### src/rtl/slu_pkg.sv
`timescale 1ns/1ps
package slu_pkg;
  localparam int unsigned DW    = 32;
  localparam int unsigned LANES = DW / 8;

  typedef enum logic [1:0] {
    LOP_AND = 2'd0,
    LOP_OR  = 2'd1,
    LOP_XOR = 2'd2,
    LOP_NOT = 2'd3
  } lop_e;

  typedef enum logic [1:0] {
    SZ_BYTE = 2'd0,
    SZ_WORD = 2'd1,
    SZ_LONG = 2'd2,
    SZ_BAD  = 2'd3
  } osize_e;

  // Number of byte lanes written for a size code.
  function automatic int unsigned lanes_of(logic [1:0] sz);
    case (sz)
      SZ_BYTE: return 1;
      SZ_WORD: return 2;
      SZ_LONG: return 4;
      default: return 0;
    endcase
  endfunction

  // Sign bit of the sized result.
  function automatic logic sized_msb(logic [DW-1:0] v, logic [1:0] sz);
    case (sz)
      SZ_BYTE: return v[7];
      SZ_WORD: return v[15];
      default: return v[31];
    endcase
  endfunction

  // Fixed part of the cost, before the addressing penalty.
  function automatic logic [7:0] base_cost(logic [1:0] op, logic [1:0] sz,
                                           logic mem, logic imm);
    logic is_long;
    is_long = (sz == SZ_LONG);
    if (imm && op != LOP_NOT) begin
      if (op == LOP_AND)   return mem ? 8'd12 : 8'd8;
      else if (is_long)    return mem ? 8'd20 : 8'd16;
      else                 return mem ? 8'd12 : 8'd8;
    end
    if (is_long)           return mem ? 8'd12 : 8'd8;
    return mem ? 8'd8 : 8'd4;
  endfunction

  // Bytes of immediate extension words consumed.
  function automatic logic [2:0] imm_bytes(logic [1:0] sz);
    return (sz == SZ_LONG) ? 3'd4 : 3'd2;
  endfunction
endpackage

### src/rtl/slu_logic_core.sv
`timescale 1ns/1ps
module slu_logic_core
  import slu_pkg::*;
(
  input  logic [1:0]    op,
  input  logic [DW-1:0] dst,
  input  logic [DW-1:0] src,
  output logic [DW-1:0] raw
);
  always_comb begin
    case (lop_e'(op))
      LOP_AND: raw = dst & src;
      LOP_OR:  raw = dst | src;
      LOP_XOR: raw = dst ^ src;
      default: raw = ~dst;
    endcase
  end
endmodule

### src/rtl/slu_merge.sv
`timescale 1ns/1ps
module slu_merge
  import slu_pkg::*;
(
  input  logic [1:0]    size,
  input  logic [DW-1:0] raw,
  input  logic [DW-1:0] dest,
  output logic [DW-1:0] merged,
  output logic          neg,
  output logic          zero
);
  logic [LANES-1:0] lane_wr;
  logic [DW-1:0]    sized;

  generate
    for (genvar g = 0; g < LANES; g++) begin : g_lane
      assign lane_wr[g]          = (g < lanes_of(size));
      assign merged[g*8 +: 8]    = lane_wr[g] ? raw[g*8 +: 8] : dest[g*8 +: 8];
      assign sized[g*8 +: 8]     = lane_wr[g] ? raw[g*8 +: 8] : 8'h00;
    end
  endgenerate

  assign neg  = sized_msb(raw, size);
  assign zero = (sized == '0);
endmodule

### src/rtl/slu_cost.sv
`timescale 1ns/1ps
module slu_cost
  import slu_pkg::*;
#(
  parameter int unsigned CYC_W = 8,
  parameter int unsigned PEN_W = 6
) (
  input  logic [1:0]       op,
  input  logic [1:0]       size,
  input  logic             mem,
  input  logic             imm,
  input  logic [PEN_W-1:0] penalty,
  output logic [CYC_W-1:0] cycles,
  output logic [2:0]       pc_step,
  output logic             illegal
);
  logic       imm_form;
  logic [7:0] base;

  assign illegal  = (size == SZ_BAD);
  assign imm_form = imm && (op != LOP_NOT);
  assign base     = base_cost(op, size, mem, imm);
  assign cycles   = illegal ? '0
                  : CYC_W'(base) + (mem ? CYC_W'(penalty) : CYC_W'(0));
  assign pc_step  = (illegal || !imm_form) ? 3'd0 : imm_bytes(size);
endmodule

### src/rtl/sized_logic_unit.sv
`timescale 1ns/1ps
module sized_logic_unit
  import slu_pkg::*;
#(
  parameter int unsigned CYC_W = 8,
  parameter int unsigned PEN_W = 6
) (
  input  logic             clk,
  input  logic             rst_n,
  input  logic             in_valid,
  input  logic [1:0]       op_sel,
  input  logic [1:0]       size_code,
  input  logic             dst_is_mem,
  input  logic             src_is_imm,
  input  logic [31:0]      dest_old,
  input  logic [31:0]      src_val,
  input  logic [PEN_W-1:0] ea_penalty,
  input  logic             flag_x_in,
  output logic             out_valid,
  output logic [31:0]      out_value,
  output logic             out_n,
  output logic             out_z,
  output logic             out_v,
  output logic             out_c,
  output logic             out_x,
  output logic [CYC_W-1:0] out_cycles,
  output logic [2:0]       out_pc_step,
  output logic             out_illegal
);
  logic [DW-1:0]    raw_res;
  logic [DW-1:0]    merged_res;
  logic             neg_flag, zero_flag;
  logic [CYC_W-1:0] cost_cyc;
  logic [2:0]       cost_pc;
  logic             bad_size;

  slu_logic_core u_core (
    .op  (op_sel),
    .dst (dest_old),
    .src (src_val),
    .raw (raw_res)
  );

  slu_merge u_merge (
    .size   (size_code),
    .raw    (raw_res),
    .dest   (dest_old),
    .merged (merged_res),
    .neg    (neg_flag),
    .zero   (zero_flag)
  );

  slu_cost #(.CYC_W(CYC_W), .PEN_W(PEN_W)) u_cost (
    .op      (op_sel),
    .size    (size_code),
    .mem     (dst_is_mem),
    .imm     (src_is_imm),
    .penalty (ea_penalty),
    .cycles  (cost_cyc),
    .pc_step (cost_pc),
    .illegal (bad_size)
  );

  always_ff @(posedge clk or negedge rst_n) begin
    if (!rst_n) begin
      out_valid   <= 1'b0;
      out_value   <= '0;
      out_n       <= 1'b0;
      out_z       <= 1'b0;
      out_v       <= 1'b0;
      out_c       <= 1'b0;
      out_x       <= 1'b0;
      out_cycles  <= '0;
      out_pc_step <= '0;
      out_illegal <= 1'b0;
    end else begin
      out_valid <= in_valid;
      if (in_valid) begin
        out_x       <= flag_x_in;
        out_illegal <= bad_size;
        out_cycles  <= cost_cyc;
        out_pc_step <= cost_pc;
        if (bad_size) begin
          out_value <= dest_old;
        end else begin
          out_value <= merged_res;
          out_n     <= neg_flag;
          out_z     <= zero_flag;
          out_v     <= 1'b0;
          out_c     <= 1'b0;
        end
      end
    end
  end

  AST_X_PASS: assert property (@(posedge clk) disable iff (!rst_n)
    in_valid |=> out_x == $past(flag_x_in));

  AST_BYTE_UPPER_KEEP: assert property (@(posedge clk) disable iff (!rst_n)
    in_valid && size_code == SZ_BYTE |=> out_value[31:8] == $past(dest_old[31:8]));

  AST_WORD_UPPER_KEEP: assert property (@(posedge clk) disable iff (!rst_n)
    in_valid && size_code == SZ_WORD |=> out_value[31:16] == $past(dest_old[31:16]));

  AST_ILLEGAL_HOLD: assert property (@(posedge clk) disable iff (!rst_n)
    in_valid && size_code == SZ_BAD |=>
      out_illegal && out_value == $past(dest_old) && $stable({out_n, out_z, out_v, out_c}));

  AST_LONG_IMM_STEP: assert property (@(posedge clk) disable iff (!rst_n)
    in_valid && src_is_imm && op_sel != LOP_NOT && size_code == SZ_LONG |=> out_pc_step == 3'd4);

  AST_NOT_NO_STEP: assert property (@(posedge clk) disable iff (!rst_n)
    in_valid && op_sel == LOP_NOT |=> out_pc_step == 3'd0);

  AST_VALID_FOLLOW: assert property (@(posedge clk) disable iff (!rst_n)
    1'b1 |=> out_valid == $past(in_valid));
endmodule

### config.mk
export PLATFORM = sky130hd
export DESIGN_NAME = sized_logic_unit
export DESIGN_NICKNAME = d
export VERILOG_FILES = /design/src/rtl/slu_pkg.sv /design/src/rtl/slu_logic_core.sv /design/src/rtl/slu_merge.sv /design/src/rtl/slu_cost.sv /design/src/rtl/sized_logic_unit.sv
export SDC_FILE = /design/constraint.sdc
export NUM_CORES = 1
export LEC_CHECK = 0
export BUFFER_PORTS_ARGS = -buffer_cell sky130_fd_sc_hd__buf_2
export CAP_MARGIN = 10
export CELL_PAD_IN_SITES_DETAIL_PLACEMENT = 0
export CELL_PAD_IN_SITES_GLOBAL_PLACEMENT = 1
export CORE_MARGIN = 2
export CORE_UTILIZATION = 30
export DETAILED_ROUTE_END_ITERATION = 10
export PLACE_DENSITY_LB_ADDON = 0.15
export REMOVE_ABC_BUFFERS = 1
export SLEW_MARGIN = 30
export SYNTH_ARGS = -nofsm -noshare
export SYNTH_HDL_FRONTEND = slang
export SYNTH_SLANG_ARGS = --single-unit
### constraint.sdc
create_clock -name clk -period 0.8 [get_ports clk]
set_input_delay 0.12 -clock clk [delete_from_list [all_inputs] [get_ports clk]]
set_output_delay 0.12 -clock clk [all_outputs]
set_load 0.02 [all_outputs]
# Word-level counts from Yosys, hierarchy flattened
# Cells that the tools add are included.
[classes] reduce_logical=7 n_mux=28 eq_ne=6 magnitude_cmp=4 n_bitwise=5 div=0 addsub=1 multipliers=0 n_shift=0
[ops] operator="8-bit 2-to-1 mux" count=15
[ops] operator="32-bit case mux with 3 select lines" count=1
[ops] operator="32-bit AND" count=1
[ops] operator="32-bit zero test" count=1
[ops] operator="32-bit 2-to-1 mux" count=1
[ops] operator="32-bit inverter" count=1
[ops] operator="32-bit OR" count=1
[ops] operator="32-bit XOR" count=1
[ops] operator="3-bit 2-to-1 mux" count=4
[ops] operator="3-bit case mux with 3 select lines" count=1
[ops] operator="8-bit adder" count=1
[ops] operator="2-bit equality test, second input constant" count=3
[ops] operator="1-bit by 3-bit < comparator with 1-bit output, first input constant" count=2
[ops] operator="2-bit by 3-bit < comparator with 1-bit output, first input constant" count=2
[ops] operator="6-bit 2-to-1 mux" count=1
[ops] operator="2-bit by 1-bit equality test with 1-bit output, second input constant" count=2
[ops] operator="2-bit zero test" count=2
[ops] operator="4-bit 2-to-1 mux" count=1
[ops] operator="1-bit 2-to-1 mux" count=3
[ops] operator="2-bit != test, second input constant" count=1
[ops] operator="1-bit case mux with 2 select lines" count=1
[ops] operator="2-bit AND reduction" count=1
[ops] operator="1-bit logical AND" count=1
[ops] operator="1-bit zero test" count=1
[ops] operator="other kinds (2)" count=2
[word_totals] mem_count=0 out_inout_bits=50 latch_bits=0 word_cells=59 register_bits=48 mem_bits_rw=0 inputBits=80 rom_bits=0

# Longest topological paths before layout
# Gate-level depths: netlist of run 1.
[depth] depth_word=9 mapped_depth=12 depth_no_buf=10

# Hierarchy
# From an unflattened synthesis of run 1, not the netlist that was laid out.
[unflattened] cells_unflattened=480 hier_area_um2=5026.1
[modules_own_cells] module="sized_logic_unit" seq_area_each_um2=1201.2 cells_per_inst=176 n_inst=1 area_each_um2=2132.0
[modules_own_cells] module="slu_logic_core" seq_area_each_um2=0.0 cells_per_inst=200 n_inst=1 area_each_um2=1980.6
[modules_own_cells] module="slu_merge" seq_area_each_um2=0.0 cells_per_inst=56 n_inst=1 area_each_um2=601.8
[modules_own_cells] module="slu_cost" seq_area_each_um2=0.0 cells_per_inst=48 n_inst=1 area_each_um2=311.5

# Least setup slack after synthesis of run 1
# No wires, ideal clock.
[synth_timing] path_kind="input port to flip-flop" start="in op_sel[1]" end="reg out_cycles[5]" path_stages=11 arrival_time_ns=1.825 path_buffers=3 required_ns=0.665 setup_time_ns=0.135 setup_slack_ns=-1.159 path_cell_list="buf_6 buf_6 buf_6 xor2_1 and3_1 a21oi_1 ha_1 a21o_1 a21oi_1 xnor2_1 o22ai_1"
[synth_via] elab_chain_len=8 word_cells_on_any_way=11 classes_between="1 x add/sub; 1 x eq/ne; 7 x mux; 2 x reduce/logical"
[synth_lines] item="from (decl)" line_no="sized_logic_unit.sv:11" source="input logic [1:0] op_sel,"
[synth_lines] item="2-bit zero test" line_no="slu_pkg.sv:45" source="if (op == LOP_AND) return mem ? 8'd12 : 8'd8;"
[synth_lines] item="8-bit 2-to-1 mux" line_no="slu_pkg.sv:45"
[synth_lines] item="8-bit 2-to-1 mux" line_no="slu_pkg.sv:44" source="if (imm && op != LOP_NOT) begin"
[synth_lines] item="8-bit 2-to-1 mux" line_no="slu_pkg.sv:49" source="if (is_long) return mem ? 8'd12 : 8'd8;"
[synth_lines] item="8-bit 2-to-1 mux" line_no="slu_pkg.sv:50" source="return mem ? 8'd8 : 8'd4;"
[synth_lines] item="8-bit 2-to-1 mux (*)" line_no="slu_pkg.sv:49"
[synth_lines] item="8-bit adder (*)" line_no="slu_cost.sv:24" source=": CYC_W'(base) + (mem ? CYC_W'(penalty) : CYC_W'(0));"
[synth_lines] item="8-bit 2-to-1 mux (*)" line_no="slu_cost.sv:23" source="assign cycles = illegal ? '0"
[synth_lines] item="to (signal assigned)" line_no="sized_logic_unit.sv:81" source="out_cycles <= cost_cyc;"
[synth_lines] item="to (decl)" line_no="sized_logic_unit.sv:26" source="output logic [CYC_W-1:0] out_cycles,"
# Every way passes the cells marked *; elsewhere a longest branch is shown, timed or not. The select of a mux whose other input is x is not followed.
# A chain may end at the register's enable or synchronous reset.

# Final worst setup path of run 1
[layout_timing] start="in src_val[15]" end="reg out_z"
[layout_via] elab_chain_len=4 word_cells_on_any_way=6 classes_between="2 x mux; 3 x bitwise; 1 x reduce/logical"
[layout_lines] item="from (decl)" line_no="sized_logic_unit.sv:16" source="input logic [31:0] src_val,"
[layout_lines] item="32-bit XOR (tied with other cells)" line_no="slu_logic_core.sv:14" source="LOP_XOR: raw = dst ^ src;"
[layout_lines] item="32-bit case mux with 3 select lines (*)" line_no="slu_logic_core.sv:11" source="case (lop_e'(op))"
[layout_lines] item="8-bit 2-to-1 mux (*)" line_no="slu_merge.sv:19" source="assign sized[g*8 +: 8] = lane_wr[g] ? raw[g*8 +: 8] : 8'h00;"
[layout_lines] item="32-bit zero test (*)" line_no="slu_merge.sv:24" source="assign zero = (sized == '0);"
[layout_lines] item="to (signal assigned)" line_no="sized_logic_unit.sv:88" source="out_z <= zero_flag;"
[layout_lines] item="to (decl)" line_no="sized_logic_unit.sv:22" source="output logic out_z,"
# Every way passes the cells marked *; elsewhere a longest branch is shown, timed or not.

==> summary.md, run 1 <==
| Metric | Value |
|---|---|
| DR pass1 iterations | 4 |
| CTS root buf | clkbuf_16 |
| Commonest non-fill, non-tap cell in the layout | buf_4 |
| Initial antenna violation count | 0 |
| Post-Place Cells | slightly below 900 |
| Avg Cell Area, Syn | about 9.4 um2 |
| Worst setup SP type | input pin |
| CTS buffer count | 5 |
| Clk buf depth | 2 |
| Placer Congestion | a little over 0.7 |
| Max Slew Vio Count | 0 |
| Port-buffer cells | between 100 and 150 |
| DIE AREA | between 0.015 and 0.02 mm2 |
| Vias in the first global route | 4,557 |
| Most frequent cells in the layout | buf_4 (114), buf_6 (99), inv_1 (83) |
| Nets | 912 |
| Unique masters post-synth | 49 |
| Vias | between 4,000 and 5,000 |
| Routed Antenna Nets | 0 |
| Mux share of post-synthesis cell area | approximately a fifth |
| Layout cell share with drive strength beyond 1 | 64.4% |
| DR iter-0 viols | between 100 and 150 |
| Post-Synth XOR/XNOR Area | less than 1% |
| Synth Flop Type | dfrtp_1 |
| Peak supply drop | ~0.76 mV |
| Die X | 127 um |
| H-tree depth | 2 |
| Synth-to-Final Area Change | 86.8% |
| Sequential power share | 28.7% |
| Min-delay src | flag_x_in |
| IO Pins | 130 |
| Switching share of power | about a third |
| Sink Count | 46 |
| Largest net degree at the start of global routing | 47 |
| Register bit total from synthesis | between 40 and 50 |
| Crit path DAT | about 1.7 ns |
| Clk_lat worst skew | around 0.30 ns |
| Total track usage | between 10% and 20% |
| Status | finished, violations left |
| P_sw | around 0.0033 W |
| Leakage | roughly 4.1 nW |
| CP required | 1.02 ns |
| DRC Markers | 0 |
| Hold Crit Class | in2reg |
| YS warnings | 0 |
| Hold Path End | out_x |
| Main combinational cell family by area after synthesis | adder cells |
| Worst reg2reg startpoint | out_value[30] |
| Worst hold stages | 2 |
| Power density over the cells | 1170 mW/mm2 |
| Post-Layout Cell Count | 943 |
| Sequential-to-total area share from yosys stat | about 25% |
| Synth Instances | ~480 |
| Max Cap Viol | 0 |
| Clock power share | between 20% and 30% |
| Failing checks | setup timing |
| Internal power | ~0.0066 W |
| Grt ovf | 0 |
| Die Span Y | between 100 and 150 um |
| Hold Violations, Final | 0 |
| Post-synthesis adder-cell area fraction | 20.6% |
| Worst Hold Slack | approximately 0.046 ns |
| Drt total wl | approximately 14,000 um |
| Crit share post-route | 188% |
| First-pass GRT wire length | ~22,000 um |
| Critical Path Sink Type | flip-flop |
| Worst reg2reg endpoint | out_value[30] |
| Vias per std cell | roughly 4.6 |
| R2r setup slk | -0.11 ns |
| Antenna fix cells | 0 |
| Synth Area in Simple Gates | approximately 7.5% |
| RSZ-0062 raised after global routing | true |
| WS Path Type | in2reg |
| Max Clk Rate | ~670 MHz |
| Synthesized area | 0.00453 mm2 |
| Peak fanout along the critical path | 2 |
| Post-route setup TNS | -21.74 ns |
| FP Rows | 44 |
| Core box area | between 0.01 and 0.015 mm2 |
| Clock Skews | 0 ns |
| Reg2Reg Depth | 2 |
| CTS tree | built |
| Final setup viols | between 80 and 90 |
| Final setup margin | -0.703 ns |
| Fillers | ~1,300 |
| Logic pwr share | between 40% and 50% |
| Initial Util | between 30 and 40% |
| Compound-Gate Fraction of Synth Area | around a tenth |
| Ys async rst share | 100% |
| CTS clk-pin slew, worst paths | 0.07 ns |
| Fin crit period | 1.50 ns |
| EDFF count, synth | 0 |
| WL per Instance | about 15 um |
| Dpl hpwl | 9530 um |
-- area by class of cell --
class	instances	area (um2)	area share [%]
tap	184	230	2.72
timing repair buffer	291	2930	34.6
clock buffer	6	129	1.52
multi-input combinational	281	3420	40.5
clock inverter	2	13.8	0.163
inverter	133	582	6.88
sequential	46	1150	13.6
-- per-layer routing --
metal	vias to the layer above	GRT usage [%]	wire length (um)
li1	2131	-	-
met1	2064	21.1	6090
met2	90	31.6	7220
met3	15	3.50	673
met4	0	4.07	177
met5	-	0	0
-- logic make-up (layout without fill, tap and decap cells) --
family / Yosys count / after routing
flops: 46 / 46
buf+inv: 160 / 432
compound gates: 78 / 78
simple gates: 74 / 74
other cells: 1 / 4
fa+ha+maj: 74 / 74
mux: 48 / 48
xor+xnor: 3 / 3
-- power by group through the flow --
| stage | combinational [W] | clock [W] | sequential, W |
|---|---|---|---|
| after floorplan | 0.00116 | 0 | 0.00317 |
| after global placement | 0.00298 | 0 | 0.00281 |
| after detailed placement | 0.00305 | 0 | 0.00282 |
| after CTS | 0.00439 | 0.00225 | 0.00284 |
| after global routing | 0.00528 | 0.00235 | 0.00287 |
| final | 0.00489 | 0.00216 | 0.00284 |
-- worst max path at each step --
stage / from / to / depth (start not counted)
6_report: src_val[15] / out_z / 7
5_1_grt: src_val[15] / out_z / 7
4_1_cts: dest_old[15] / out_z / 7
3_5_place_dp: op_sel[0] / out_z / 5
3_3_place_gp: op_sel[0] / out_z / 7
2_1_floorplan: size_code[0] / out_value[16] / 4
-- registers in the layout, indices dropped and copies added, names as in the netlist --
register     count
out_value       32
out_cycles       7
out_pc_step      2
out_illegal      1
out_n            1
out_valid        1
out_x            1
out_z            1
-- synth_stat cells, drive strengths merged (3+ instances only) --
library cell	instances	area [um2]
ha	73	913
mux2	19	214
buf	14	141
mux4	28	679
o21ai	27	135
clkbuf	13	48.8
and2	3	18.8
a21oi	22	110
dfrtp	46	1150
a211oi	6	50.1
nand2	34	128
o211ai	9	67.6
nor2	21	78.8
inv	133	499
o22ai	4	25.0
nand2b	4	27.5
-- per-stage QoR --
stage / utilization, % / setup WS, ns / area [um2] / total power [W]
floorplan: - / -0.993 / 4350 / 0.00433
global placement: 41.2 / -1.27 / 6030 / 0.00579
detailed placement: 41.2 / -1.25 / 6030 / 0.00587
CTS: 53.4 / -0.736 / 7820 / 0.00948
global route: 57.8 / -0.736 / 8460 / 0.0105
finish: 57.8 / -0.703 / 8460 / 0.00989
-- timing repair --
item | in CTS | in global routing
buffers inserted | 36 | 32
endpoints found under the setup margin | 87 | 90
gates cloned | 8 | 1
pin swaps | 71 | 56
resized for setup | 339 | 131
hold endpoints to repair | 46 | 0
hold buffers | 1 | 0
-- critical path, cell delays in order --
cell      delay, ns
buf_8          0.10
inv_4          0.05
ha_4           0.19
mux4_2         0.49
nand4b_1       0.20
o41a_1         0.36
o31ai_2        0.21
No activity file was read; power rests on OpenSTA's default activity.
==> run 2: changes to the inputs <==
--- a/config.mk
+++ b/config.mk
@@ -14,6 +14,7 @@
 export DETAILED_ROUTE_END_ITERATION = 10
 export PLACE_DENSITY_LB_ADDON = 0.15
 export REMOVE_ABC_BUFFERS = 1
+export SETUP_SLACK_MARGIN = 0.1
 export SLEW_MARGIN = 30
 export SYNTH_ARGS = -nofsm -noshare
 export SYNTH_HDL_FRONTEND = slang
==> run 2 against run 1 <==
Compared with the run above:
- the flow still finishes with violations (setup timing)
- cell area rose by 0.24%
- fmax shrank 0.28%
- non-clock buffer count down 2
- core utilization grew 0.14 points
- wire length is 0.90% lower
- flip-flop and latch count did not move
- die area unchanged
- clock power hardly changed
- largest cell class unchanged
==> summary.md, run 2 (synthesis gave the netlist of run 1 again) <==
| Metric | Value |
|---|---|
| Most frequent cells in the layout | buf_4 (113), buf_6 (101), inv_1 (83) |
| CTS root buf | clkbuf_16 |
| First-pass GRT wire length | 22,200 um |
| FP Rows | 44 |
| Final setup viols | slightly below 90 |
| CP required | roughly 1.0 ns |
| Sequential power share | 28.7% |
| P_sw | around 0.0033 W |
| Sink Count | 46 |
| Clk_lat worst skew | 0.30 ns |
| Hold Violations, Final | 0 |
| CTS buffer count | 5 |
| Synth-to-Final Area Change | 87.3% |
| GR Util met2 | 31.6% |
| Vias in the first global route | between 4,000 and 5,000 |
| Post-route setup TNS | -20.90 ns |
| Post-Layout Cell Count | 941 |
| Met3 Use GR | about 3.5% |
| Antenna fix cells | 0 |
| DR pass1 iterations | 4 |
| Crit path DAT | about 1.7 ns |
| Initial Util | approximately 31% |
| Initial antenna violation count | 0 |
| Met1 GRT Util | approximately a fifth |
| Max Slew Vio Count | 0 |
| Slowest CP cell | mux4_2 |
| Final setup margin | -0.708 ns |
| Total Power | roughly 0.0099 W |
| Clock Skews | 0 ns |
| Placer Congestion | around 0.73 |
| Layout cell share with drive strength beyond 1 | 65.3% |
| Most flop-heavy register | out_value |
| Slowest stage delay, CP | around 0.49 ns |
| Power density over the cells | approximately 1200 mW/mm2 |
| Worst setup SP type | input pin |
| Peak fanout along the critical path | 2 |
| Port-buffer cells | between 100 and 150 |
| DRC Markers | 0 |
| CTS clk-pin slew, worst paths | approximately 0.07 ns |
| DIE AREA | ~0.016 mm2 |
| Status | finished, violations left |
| Post-Place Cells | 867 |
| DR iter-0 viols | ~120 |
| Max Clk Rate | between 600 and 700 MHz |
| Grt ovf | 0 |
| Fin crit period | between 1.5 and 2 ns |
| Largest net degree at the start of global routing | between 40 and 50 |
| Max reg flops | 32 |
| Dpl hpwl | about 9500 um |
| Commonest non-fill, non-tap cell in the layout | buf_4 |
| Design Area, Final | ~0.0085 mm2 |
| Vias per std cell | 4.55 |
| Top delay family on crit path | compound AO/OA/AOI/OAI gates |
| Switching share of power | between 30% and 40% |
| Die X | ~130 um |
| Logic pwr share | ~50% |
| Crit share post-route | 188% |
| Clk buf depth | 2 |
| Core box area | between 0.01 and 0.015 mm2 |
| CTS tree | built |
| Hold Crit Class | in2reg |
| Routed Antenna Nets | 0 |
| Vias | about 4,300 |
| Failing checks | setup timing |
| Instance area at placement | 0.00603 mm2 |
| Total track usage | 17.4% |
| WS Path Type | in2reg |
| H-tree depth | 2 |
| Nets | between 900 and 1,000 |
| Internal power | about 0.0066 W |
| Worst path cell trace | buf_8 > inv_4 > ha_4 > mux4_2 > nand4b_1 > o41a_1 > o31ai_2 |
| IO Pins | 130 |
| RSZ-0062 raised after global routing | true |
| Clock power share | a little over a fifth |
| Die Span Y | 127 um |
| Critical Path Sink Type | flip-flop |
| Peak supply drop | approximately 0.76 mV |
| Leakage | roughly 4.1 nW |
| Top Registers | out_value: 32 flops, out_cycles: 7 flops, out_pc_step: 2 flops |
| Grt peak-use layer | met2 |
| WL per Instance | between 10 and 15 um |
| Drt total wl | 14,000 um |
| Worst path bufs/invs | 2 |
| Max Cap Viol | 0 |
## run 2: path summary, 6_finish.rpt
check	cells after the start	endpoint	slack (ns)	startpoint
max in group asynchronous	3	out_value[12]	0.22	rst_n
worst max-delay path	7	out_z	-0.71	src_val[15]
worst max register to register	2	out_value[30]	-0.11	out_value[30]
min in group asynchronous	3	out_x	0.33	rst_n
worst min register to register	1	out_value[7]	0.53	out_value[7]
worst min-delay path	2	out_x	0.05	flag_x_in
## run 2: timing repair
| action | 4_1_cts | 5_1_grt |
|---|---|---|
| hold buffers | 1 | 0 |
| gates resized for setup | 341 | 131 |
| hold endpoints to repair | 46 | 0 |
| setup buffers | 36 | 29 |
| endpoints found under the setup margin | 91 | 91 |
| gates cloned | 8 | 1 |
| pin swaps | 74 | 59 |
## run 2: worst reg2reg max path: cells and delay by family, from the launching register on
family	cells	cell delay, ns
muxes	1	0.26
DFF	1	0.40
buffers and inverters	1	0.14
## run 2: area by class of cell
| class | count | area, um2 |
|---|---|---|
| Clock buffer | 6 | 129 |
| Clock inverter | 2 | 13.8 |
| Fill cell | 1266 | 6160 |
| Inverter | 133 | 574 |
| Multi-Input combinational cell | 281 | 3470 |
| Sequential cell | 46 | 1150 |
| Tap cell | 184 | 230 |
| Timing Repair Buffer | 289 | 2910 |
## run 2: through the flow
stage / setup WS (ns) / util, % / hold slack (ns)
after detailed placement: -1.25 / 41.2 / 0.145
after global routing: -0.736 / 57.9 / 0.0555
after CTS: -0.736 / 53.5 / 0.0361
after floorplan: -0.993 / - / -0.176
after global placement: -1.27 / 41.2 / 0.133
final: -0.708 / 57.9 / 0.0474
## run 2: per-layer routing
layer  share of wire [%]  vias to the layer above  wire length [um]
met5                   0                        -                 0
met4                 1.3                        0               179
met3                 5.0                       15               703
met2                  51                       92              7160
met1                  43                     2050              5980
li1                    -                     2127                 -
## run 2: power by group through the flow
stage | clock [W] | combinational (W) | sequential [W]
after CTS | 0.00225 | 0.00441 | 0.00284
after global routing | 0.00234 | 0.00530 | 0.00287
after detailed placement | 0 | 0.00305 | 0.00282
after floorplan | 0 | 0.00116 | 0.00317
after global placement | 0 | 0.00298 | 0.00281
final | 0.00216 | 0.00490 | 0.00284
